<file path="src/rtl/scrub_pkg.sv">
package scrub_pkg;
  typedef enum logic [1:0] {
    ST_IDLE = 2'd0,
    ST_WALK = 2'd1,
    ST_ACK  = 2'd2
  } scrub_state_e;
endpackage

</file>
<file path="src/rtl/scrub_domain_reg.sv">
module scrub_domain_reg #(
  parameter int DOM_W = 8
) (
  input  logic             clk_i,
  input  logic             rst_ni,
  input  logic             upd_i,
  input  logic [DOM_W-1:0] upd_dom_i,
  input  logic [DOM_W-1:0] cmp_dom_i,
  output logic             match_o
);
  logic             vld_q;
  logic [DOM_W-1:0] last_q;

  always_ff @(posedge clk_i or negedge rst_ni) begin
    if (!rst_ni) begin
      vld_q  <= 1'b0;
      last_q <= '0;
    end else if (upd_i) begin
      vld_q  <= 1'b1;
      last_q <= upd_dom_i;
    end
  end

  assign match_o = vld_q && (last_q == cmp_dom_i);


  last_dom_hold_chk: assert property (@(posedge clk_i) disable iff (!rst_ni)
    !upd_i |=> $stable(last_q) && $stable(vld_q));
endmodule

</file>
<file path="src/rtl/scrub_line_walker.sv">
module scrub_line_walker #(
  parameter int ADDR_W     = 32,
  parameter int LINE_BYTES = 64
) (
  input  logic              clk_i,
  input  logic              rst_ni,
  input  logic              start_i,
  input  logic [ADDR_W-1:0] base_i,
  input  logic [ADDR_W-1:0] size_i,
  input  logic              adv_i,
  output logic [ADDR_W-1:0] addr_o,
  output logic              last_o,
  output logic              empty_o
);
  localparam int LINE_SHIFT = $clog2(LINE_BYTES);
  localparam int CNT_W      = ADDR_W - LINE_SHIFT;

  logic [ADDR_W-1:0] base_q;
  logic [CNT_W-1:0]  idx_q;
  logic [CNT_W-1:0]  lines_q;
  logic [CNT_W-1:0]  lines_in;

  assign lines_in = size_i[ADDR_W-1:LINE_SHIFT];
  assign empty_o  = (lines_in == '0);

  always_ff @(posedge clk_i or negedge rst_ni) begin
    if (!rst_ni) begin
      base_q  <= '0;
      idx_q   <= '0;
      lines_q <= '0;
    end else if (start_i) begin
      base_q  <= {base_i[ADDR_W-1:LINE_SHIFT], {LINE_SHIFT{1'b0}}};
      idx_q   <= '0;
      lines_q <= lines_in;
    end else if (adv_i && !last_o) begin
      idx_q <= idx_q + 1'b1;
    end
  end

  assign addr_o = base_q + {idx_q, {LINE_SHIFT{1'b0}}};
  assign last_o = (idx_q == lines_q - 1'b1);


  idx_in_range_chk: assert property (@(posedge clk_i) disable iff (!rst_ni)
    adv_i |-> idx_q < lines_q);
endmodule

</file>
<file path="src/rtl/scrub_ctrl.sv">
module scrub_ctrl
  import scrub_pkg::*;
#(
  parameter int DOM_W = 8
) (
  input  logic             clk_i,
  input  logic             rst_ni,
  input  logic             sw_req_i,
  input  logic [DOM_W-1:0] sw_domain_i,
  input  logic             match_i,
  input  logic             empty_i,
  input  logic             last_i,
  input  logic             mem_ready_i,
  output logic             walk_start_o,
  output logic             walk_adv_o,
  output logic             upd_o,
  output logic [DOM_W-1:0] upd_dom_o,
  output logic             mem_valid_o,
  output logic             busy_o,
  output logic             ack_o
);
  scrub_state_e     state_q, state_d;
  logic [DOM_W-1:0] dom_q;
  logic             take;

  assign take = (state_q == ST_IDLE) && sw_req_i;

  always_comb begin
    state_d = state_q;
    upd_o   = 1'b0;
    case (state_q)
      ST_IDLE: if (sw_req_i) begin
        if (match_i) begin
          state_d = ST_ACK;
        end else if (empty_i) begin
          state_d = ST_ACK;
          upd_o   = 1'b1;
        end else begin
          state_d = ST_WALK;
        end
      end
      ST_WALK: if (mem_ready_i && last_i) begin
        state_d = ST_ACK;
        upd_o   = 1'b1;
      end
      default: state_d = ST_IDLE;
    endcase
  end

  always_ff @(posedge clk_i or negedge rst_ni) begin
    if (!rst_ni) begin
      state_q <= ST_IDLE;
      dom_q   <= '0;
    end else begin
      state_q <= state_d;
      if (take) dom_q <= sw_domain_i;
    end
  end

  assign upd_dom_o    = (state_q == ST_IDLE) ? sw_domain_i : dom_q;
  assign walk_start_o = take && !match_i && !empty_i;
  assign mem_valid_o  = (state_q == ST_WALK);
  assign walk_adv_o   = mem_valid_o && mem_ready_i;
  assign busy_o       = (state_q == ST_WALK);
  assign ack_o        = (state_q == ST_ACK);


  ack_not_busy_chk: assert property (@(posedge clk_i) disable iff (!rst_ni)
    ack_o |-> !busy_o);

  ack_pulse_chk: assert property (@(posedge clk_i) disable iff (!rst_ni)
    ack_o |=> !ack_o);
endmodule

</file>
<file path="src/rtl/partition_scrub_seq.sv">
module partition_scrub_seq #(
  parameter int DOM_W      = 8,
  parameter int ADDR_W     = 32,
  parameter int LINE_BYTES = 64
) (
  input  logic              clk_i,
  input  logic              rst_ni,
  input  logic              sw_req_i,
  input  logic [DOM_W-1:0]  sw_domain_i,
  input  logic [ADDR_W-1:0] part_base_i,
  input  logic [ADDR_W-1:0] part_size_i,
  output logic              sw_ack_o,
  output logic              busy_o,
  output logic              mem_req_valid_o,
  input  logic              mem_req_ready_i,
  output logic [ADDR_W-1:0] mem_req_addr_o
);
  logic             match, empty, last, start, adv, upd;
  logic [DOM_W-1:0] upd_dom;

  scrub_domain_reg #(.DOM_W(DOM_W)) u_dom (
    .clk_i, .rst_ni, .upd_i(upd), .upd_dom_i(upd_dom),
    .cmp_dom_i(sw_domain_i), .match_o(match)
  );

  scrub_line_walker #(.ADDR_W(ADDR_W), .LINE_BYTES(LINE_BYTES)) u_walk (
    .clk_i, .rst_ni, .start_i(start), .base_i(part_base_i),
    .size_i(part_size_i), .adv_i(adv), .addr_o(mem_req_addr_o),
    .last_o(last), .empty_o(empty)
  );

  scrub_ctrl #(.DOM_W(DOM_W)) u_ctrl (
    .clk_i, .rst_ni, .sw_req_i, .sw_domain_i, .match_i(match),
    .empty_i(empty), .last_i(last), .mem_ready_i(mem_req_ready_i),
    .walk_start_o(start), .walk_adv_o(adv), .upd_o(upd),
    .upd_dom_o(upd_dom), .mem_valid_o(mem_req_valid_o),
    .busy_o(busy_o), .ack_o(sw_ack_o)
  );


  req_hold_chk: assert property (@(posedge clk_i) disable iff (!rst_ni)
    mem_req_valid_o && !mem_req_ready_i |=> mem_req_valid_o && $stable(mem_req_addr_o));

  valid_in_busy_chk: assert property (@(posedge clk_i) disable iff (!rst_ni)
    mem_req_valid_o |-> busy_o);
endmodule

</file>
<file path="config.mk">
export PLATFORM = sky130hd
export DESIGN_NAME = partition_scrub_seq
export DESIGN_NICKNAME = d
export VERILOG_FILES = /design/src/rtl/scrub_pkg.sv /design/src/rtl/scrub_domain_reg.sv /design/src/rtl/scrub_line_walker.sv /design/src/rtl/scrub_ctrl.sv /design/src/rtl/partition_scrub_seq.sv
export SDC_FILE = /design/constraint.sdc
export NUM_CORES = 1
export LEC_CHECK = 0
export ABC_AREA = 1
export BUFFER_PORTS_ARGS = -buffer_cell sky130_fd_sc_hd__buf_2
export CAP_MARGIN = 20
export CORE_ASPECT_RATIO = 1.75
export CORE_UTILIZATION = 50
export CTS_CLUSTER_SIZE = 16
export DETAILED_ROUTE_END_ITERATION = 7
export PLACE_DENSITY_LB_ADDON = 0.2
export SYNTH_ARGS = -nofsm -noshare
export SYNTH_HDL_FRONTEND = slang
export SYNTH_SLANG_ARGS = --single-unit
</file>
<file path="constraint.sdc">
create_clock -name clk_i -period 2.7 [get_ports clk_i]
set_input_delay 0.405 -clock clk_i [delete_from_list [all_inputs] [get_ports clk_i]]
set_output_delay 0.405 -clock clk_i [all_outputs]
set_load 0.01 [all_outputs]
</file>
# [After elaboration in Yosys (flattened, before gate mapping)]
# Index checks and enable logic that the tools add are counted.
[op_classes] n_reduce_logical=14 n_eq_ne=6 mux=13 addsub=3
[op_table] operator="26-bit two-way mux" count=2
[op_table] operator="32-bit adder" count=1
[op_table] operator="26-bit by 1-bit adder with 26-bit output (second input constant)" count=1
[op_table] operator="26-bit == test" count=1
[op_table] operator="26-bit zero test" count=1
[op_table] operator="26-bit by 1-bit subtractor with 26-bit output (second input constant)" count=1
[op_table] operator="8-bit == test" count=1
[op_table] operator="2-bit two-way mux" count=4
[op_table] operator="8-bit two-way mux" count=1
[op_table] operator="1-bit logical AND" count=7
[op_table] operator="1-bit two-way mux" count=4
[op_table] operator="2-bit != test (second input constant)" count=2
[op_table] operator="2-bit case mux with 2 select lines" count=1
[op_table] operator="1-bit zero test" count=3
[op_table] operator="2-bit by 1-bit == test with 1-bit output (second input constant)" count=1
[op_table] operator="2-bit == test (second input constant)" count=1
[op_table] operator="2-bit zero test" count=1
[op_table] operator="1-bit case mux with 2 select lines" count=1
[op_table] operator="2-bit AND reduction" count=1
[op_table] operator="2-bit nonzero test" count=1
[totals] wordCells=43 out_inout_bits=35 in_bits=76 ff_bits=97

# [Longest topological paths before layout]
# Gate-level depths: netlist (run 1).
[depth] ltp_word=6 mapped_depth=17

# [Cells and area by module]
# Synthesis (run 1) repeated with hierarchy kept, for this count alone.
[hier_totals] cells_unflattened=1076 area_unflattened_um2=7372.1
[modules_own_cells] mod="scrub_line_walker" n_inst=1 area_each_um2=6308.6 cells_per_inst=922
[modules_own_cells] mod="scrub_ctrl" n_inst=1 area_each_um2=593.1 cells_per_inst=86
[modules_own_cells] mod="scrub_domain_reg" n_inst=1 area_each_um2=470.5 cells_per_inst=68

# [Worst setup path after synthesis (run 1)]
# No wires, ideal clock.
[synth_timing] kind="register to output" from="register u_walk.idx_q[0]" to="output mem_req_addr_o[22]" required_time_ns=2.295 path_buffers=0 path_slack_ns=-0.027 arrival_ns=2.322 stages_incl_launch_ff=11 path_cell_list="dfrtp_1 -> ha_1 -> inv_1 -> fa_1 -> nor3_1 -> nor2_1 -> o21ai_0 -> a21boi_0 -> o21ai_0 -> a21oi_1 -> xnor2_1"
[synth_between] elab_chain_len=1
[synth_rtl] element="start, declared" line="scrub_line_walker.sv:19" rtl="logic [CNT_W-1:0] idx_q;"
[synth_rtl] element="start signal, assigned" line="scrub_line_walker.sv:36" rtl="idx_q <= idx_q + 1'b1;"
[synth_rtl] element="32-bit adder" line="scrub_line_walker.sv:40" rtl="assign addr_o = base_q + {idx_q, {LINE_SHIFT{1'b0}}};"
[synth_rtl] element="end, declared" line="partition_scrub_seq.sv:16" rtl="output logic [ADDR_W-1:0] mem_req_addr_o"
# No other way between the ends.

# [Worst setup path in the final report (run 1)]
[layout_timing] from="register u_walk.base_q[8]" to="output mem_req_addr_o[22]"
[layout_between] elab_chain_len=1
[layout_rtl] element="start, declared" line="scrub_line_walker.sv:18" rtl="logic [ADDR_W-1:0] base_q;"
[layout_rtl] element="start signal, assigned" line="scrub_line_walker.sv:32" rtl="base_q <= {base_i[ADDR_W-1:LINE_SHIFT], {LINE_SHIFT{1'b0}}};"
[layout_rtl] element="32-bit adder" line="scrub_line_walker.sv:40"
# No other way between the ends.

==> run metrics, run 1 <==
top-count cell post-synth=nand2_1; hpwl dp=16.6 mm; Slew HR=58.5%; H-tree levels=3; clk_lat worst skew=0.36 ns; Initial DRT Pass Iterations=4; Clock transition at path regs=0.08 ns; drt drc=0; Worst Path Arrival=2.45 ns; #FFs+latches synth=97; first-pass GRT wire length=34.7 mm; Area contributors post-synth=dfrtp_1 33%, nand2_1 18%, xor2_1 6.8%; Data required, critical path=2.30 ns; Commonest cells post-synth=353 x nand2_1, 97 x dfrtp_1, 81 x nor2_1; Vias=7520; leakage power=4.61 nW; ys async rst share=100%; peak supply drop=0.397 mV; antenna violations before repair=0; crit end category=primary output; Clock Tree Buf Depth=2; routed length per placed instance=15.6 um; synth unique cells=41; fin area=9170 sq um; status=finished, violations left; Hold Vio Cnt, Final=0; critical-path maximum fanout=3; die height=162 um; maxcap violations=0; io pins=111; GRT overflow=0; antenna diode count=0; placed inst area=8320 sq um; Worst R2R Start=u_walk.lines_q[0]; Max Clock Freq=0.350 GHz; top cell type by total area after synthesis=dfrtp_1; Via density=5.43; die width=93.6 um; final critical-path share of the clock period=106%; final WL=21.6 mm; Initial Util=51.1%; RSZ-0062 raised after global routing=yes; fin crit period=2.85 ns; CTS buffer count=9; CTS tree=yes; area grow syn2layout=25.0%; share of layout cells above drive strength 1=23.1%; top-area cell type share of the netlist area=33.1%; largest net degree at the start of global routing=68; skew final=0.0159 ns; root buf cell=clkbuf_16; die area=15200 sq um; Port Buffers=92; Worst Setup SP=u_walk.base_q[8]; failing checks=negative setup slack; final RePlAce weighted congestion=0.921; Final Max Tran Viols=0; worst hold path type=in -> async; Fill cells=1340; Syn Area/Cell=6.98 sq um; Post-Syn Instances=1052; vias in the first global route=7208; Syn Std Cell Area=7340 sq um; Final ANT Viol Nets=0; register area share after synthesis=33.1%; PwrDens=696 nW/um^2; core area=14400 sq um; TNS Setup=-0.809 ns; critical setup path kind=reg -> out; Top FF cell, synth=dfrtp_1; CP startpoint kind=register; num rows=58; final count of negative-setup-slack endpoints=10; Starting DRT DRC Count=362; Post-synth EDFFs=0; TritonCTS Sinks=97; GRT Resource Usage Total=29.6%; Synth Warn #=0; Worst Hold Margin=0.0209 ns; slew of the pin with the lowest slew margin=0.623 ns; Net count, final=1305; worst setup margin=-0.155 ns
[cells in the final DEF, fill, tap and decap left out, drive strengths merged, types with 3 or more instances in the layout]
cell type | netlist | final
nor2 | 99 | 100
dfrtp | 97 | 97
conb | 1 | 6
xnor2 | 19 | 19
a31oi | 3 | 3
nand2 | 359 | 359
nand4 | 50 | 50
ha | 27 | 27
a21boi | 3 | 3
nor3 | 13 | 13
xor2 | 57 | 57
o21ai | 51 | 51
nand3 | 83 | 83
clkinv | 0 | 3
inv | 84 | 87
clkbuf | 12 | 9
nand3b | 6 | 6
buf | 28 | 172
o21bai | 5 | 5
nor4 | 15 | 15
a21oi | 32 | 32
[power by group]
part | total, mW | switching [mW] | internal, mW
clock network | 1.30 | 0.640 | 0.656
registers | 2.11 | 0.337 | 1.78
logic | 2.98 | 1.76 | 1.22
total | 6.39 | 2.74 | 3.65
[timing repair]
action | CTS | global route
gates resized for setup | 44 | 34
pin swaps | 23 | 30
setup buffers | 16 | 11
gates cloned | 0 | 1
hold buffers | 0 | 0
endpoints found under the setup margin | 18 | 52
endpoints found under the hold margin | 0 | 0
[cells by family after synthesis]
family | Yosys count | share of synthesized area, %
other | 1 | 0.0511
flip-flops | 97 | 33.1
AO/OA/AOI/OAI | 99 | 7.26
AND/OR/NAND/NOR | 627 | 38.3
buffers and inverters | 124 | 7.42
XOR/XNOR | 76 | 9.07
adder cells (fa/ha/maj) | 28 | 4.88
[state kept, by name, summed over array words and instances (netlist names)]
signal,count
u_dom.last_q,8
u_walk.base_q,26
u_walk.idx_q,26
u_dom.vld_q,1
u_ctrl.dom_q,8
u_ctrl.state_q,2
u_walk.lines_q,26
[per-stage QoR]
stage / util (%) / setup slack, ns / power, mW / instances
final: 63.8 / -0.155 / 6.39 / 1386
after global routing: 63.8 / -0.254 / 6.85 / 1386
after CTS: 62.2 / -0.177 / 6.23 / 1378
after detailed placement: 57.9 / -0.0519 / 4.72 / 1349
after global placement: 57.9 / -0.0184 / 4.68 / 1349
after floorplan: - / 0.0351 / 3.83 / 1057
[critical path: stages, from the launching register on]
cell	delay, ns
dfrtp_1	0.44
ha_4	0.27
buf_4	0.14
nand2_2	0.09
nor3_2	0.05
nor2_1	0.18
o21ai_2	0.09
a21boi_2	0.20
o21ai_1	0.12
a21oi_1	0.23
xnor2_1	0.13
buf_2	0.14
[metal layers]
layer | share of wire (%) | GRT usage, %
met1 | 37 | 30.8
met2 | 53 | 54.1
met3 | 3.1 | 4.03
met4 | 6.7 | 20.0
met5 | 0 | 0
[layout make-up]
type | count | area [sq um] | area share (%)
multi-input combinational | 837 | 4790 | 52.2
clock buffer | 9 | 225 | 2.45
sequential | 97 | 2430 | 26.5
clock inverter | 7 | 75.1 | 0.818
tap | 180 | 225 | 2.45
timing repair buffer | 172 | 1120 | 12.2
inverter | 84 | 315 | 3.44
[final timing paths]
kind | end | slack (ns) | cells past startpoint
worst max-delay path | mem_req_addr_o[22] | -0.15 | 11
min in group clk_i | u_walk.base_q[25] | 0.24 | 3
worst max register to register | u_walk.idx_q[3] | 0.23 | 15
max in group asynchronous | u_walk.lines_q[12] | 1.97 | 2
worst min register to register | u_dom.vld_q | 0.47 | 1
worst min-delay path | u_walk.base_q[25] | 0.02 | 1
Power figures use the tool's default switching activity.
==> run 2, diff against run 1 <==
==> constraint.sdc (replaced) <==
create_clock -name clk_i -period 2.9 [get_ports clk_i]
set_input_delay 0.435 -clock clk_i [delete_from_list [all_inputs] [get_ports clk_i]]
set_output_delay 0.435 -clock clk_i [all_outputs]
set_load 0.01 [all_outputs]
==> run 2 against run 1 <==
The run now ends clean. Total power is 8.5% lower. Non-clock buffer count is 24 lower. Critical path depth stayed put. Routed wire length is 3.2% lower. Die area stayed put. Critical path type unchanged.
==> run metrics, run 2 (synthesis results as in run 1) <==
status=complete, no violations; placed inst area=8160 sq um (-1.9%); CP startpoint kind=register; TNS Setup=0 ns (+0.809 ns); num rows=58 (unchanged); CP max stage cell=dfrtp_1; PwrDens=658 nW/um^2 (-5.5%); leakage power=4.44 nW (-3.8%); Final ANT Viol Nets=0 (unchanged); largest net degree at the start of global routing=78 (+15%); setup slack at placement=0.0155 ns (+0.0674 ns); Fill cells=1418 (+5.8%); crit end category=primary output; critical setup path kind=reg -> out; Net count, final=1280 (-1.9%); GRT overflow=0 (unchanged); Slew HR=41.0% (-17 points); sw frac=41.9% (-0.98 points); Buf/Inv on CP=3 (+1); die height=162 um (unchanged); CTS tree=yes; Hold Vio Cnt, Final=0 (unchanged); Initial Util=51.1% (unchanged); R2R depth=14 (-1); Final Max Tran Viols=0 (unchanged); Data required, critical path=2.47 ns (+0.17 ns); maxcap violations=0 (unchanged); root buf cell=clkbuf_16; CTS buffer count=9 (unchanged); io pins=111 (unchanged); die width=93.6 um (unchanged); final WL=20.9 mm (-3.2%); core area=14400 sq um (unchanged); commonest cells after routing, fill and taps aside=352 x nand2_1, 93 x dfrtp_1, 91 x buf_2; GRT Resource Usage Total=28.6% (-1.1 points); Gate power share=45.0% (-1.6 points); antenna violations before repair=0 (unchanged); skew final=0.0107 ns (-0.00529 ns); Clock transition at path regs=0.08 ns (about the same); routed length per placed instance=15.4 um (-1.5%); final RePlAce weighted congestion=1.00 (+8.6%); worst hold path type=in -> async; final critical-path share of the clock period=98.6%; vias in the first global route=6831 (-5.2%); Vias=7280 (-3.2%); most common cell after layout, fill and taps aside=nand2_1; Initial DRT Pass Iterations=5 (+1); share of layout cells above drive strength 1=21.3% (-1.8 points); critical-path maximum fanout=3 (unchanged); RSZ-0062 raised after global routing=yes; worst setup margin=0.0402 ns (+0.195 ns); Clock Tree Buf Depth=2 (unchanged); clk_lat worst skew=0.36 ns (about the same); CP dominant cell by count=buf_4; area grow syn2layout=21.1%; clock power share=21.3% (+1.0 points); peak supply drop=0.303 mV (-24%); slew of the pin with the lowest slew margin=0.877 ns (+0.254 ns); cell count along the critical path=11 (unchanged); Worst Path Arrival=2.42 ns (-0.03 ns); Int Power=3.40 mW (-6.9%); Largest regs=u_walk.base_q x26, u_walk.idx_q x26, u_walk.lines_q x26; H-tree levels=3 (unchanged); Reg power frac=33.6% (+0.5 points); final count of negative-setup-slack endpoints=0 (-10); Max Clock Freq=0.350 GHz; P_sw=2.45 mW (-11%); cells along the critical path=ha_4, buf_4, nand2_1, nor3_2, nor2_2, o21ai_2, a21boi_2, o21bai_2, buf_4, xor2_1, buf_2; Port Buffers=92 (unchanged); Worst R2R Setup Slack=0.24 ns (about the same); fin area=8890 sq um (-3.1%); Hold-fix buffers, CTS=0 (unchanged); hpwl dp=16.3 mm (-1.8%); die area=15200 sq um (unchanged); first-pass GRT wire length=33.1 mm (-4.8%); Via density=5.35 (-1.4%); antenna diode count=0 (unchanged); Tot Pwr=5.85 mW (-8.5%); fin util=61.9% (-2.0 points); CP delay by family, top=compound AO/OA/AOI/OAI gates; fin crit period=2.86 ns; Starting DRT DRC Count=454 (+25%); drt drc=0 (unchanged); Largest stage delay, worst path=0.43 ns (about the same); TritonCTS Sinks=97 (unchanged)
## run 2: repair_timing
action	CTS	global route
setup buffers	6	10
pin swaps	11	16
setup endpoints to repair	14	49
resized for setup	29	36
## run 2: final cells by class
type | count | area (sq um) | area share [%]
Clock buffer | 9 | 225 | 2.53
Clock inverter | 7 | 85.1 | 0.957
Inverter | 84 | 315 | 3.55
Multi-Input combinational cell | 836 | 4690 | 52.8
Sequential cell | 97 | 2430 | 27.4
Tap cell | 180 | 225 | 2.53
Timing Repair Buffer | 148 | 912 | 10.3
## run 2: power by group through the flow
stage / logic (mW) / clock network (mW) / registers, mW
after CTS: 2.46 / 1.27 / 1.93
after global placement: 2.38 / 0 / 1.94
after detailed placement: 2.40 / 0 / 1.95
final: 2.63 / 1.25 / 1.97
after global routing: 2.94 / 1.33 / 2.00
after floorplan: 1.68 / 0 / 1.88
## run 2: through the flow
step | std cells | hold slack [ns]
6_report | 1361 | 0.0696
3_3_place_gp | 1330 | 0.458
2_1_floorplan | 1057 | 0.139
4_1_cts | 1352 | 0.0909
3_5_place_dp | 1330 | 0.466
5_1_grt | 1361 | 0.117
## run 2: final timing paths
kind,startpoint,to
worst max-delay path,u_walk.base_q[8],mem_req_addr_o[20]
worst max register to register,u_walk.lines_q[0],u_walk.idx_q[23]
min in group clk_i,part_base_i[8],u_walk.base_q[8]
worst min register to register,u_walk.base_q[27],u_walk.base_q[27]
max in group asynchronous,rst_ni,u_walk.lines_q[12]
worst min-delay path,rst_ni,u_walk.base_q[26]
## run 2: per-layer routing
| layer | track usage [%] | share of wire, % | up-vias |
|---|---|---|---|
| li1 | - | - | 3677 |
| met4 | 17.3 | 6.3 | 0 |
| met2 | 52.6 | 53 | 176 |
| met5 | 0 | 0 | - |
| met3 | 3.98 | 3.1 | 69 |
| met1 | 30.1 | 37 | 3358 |
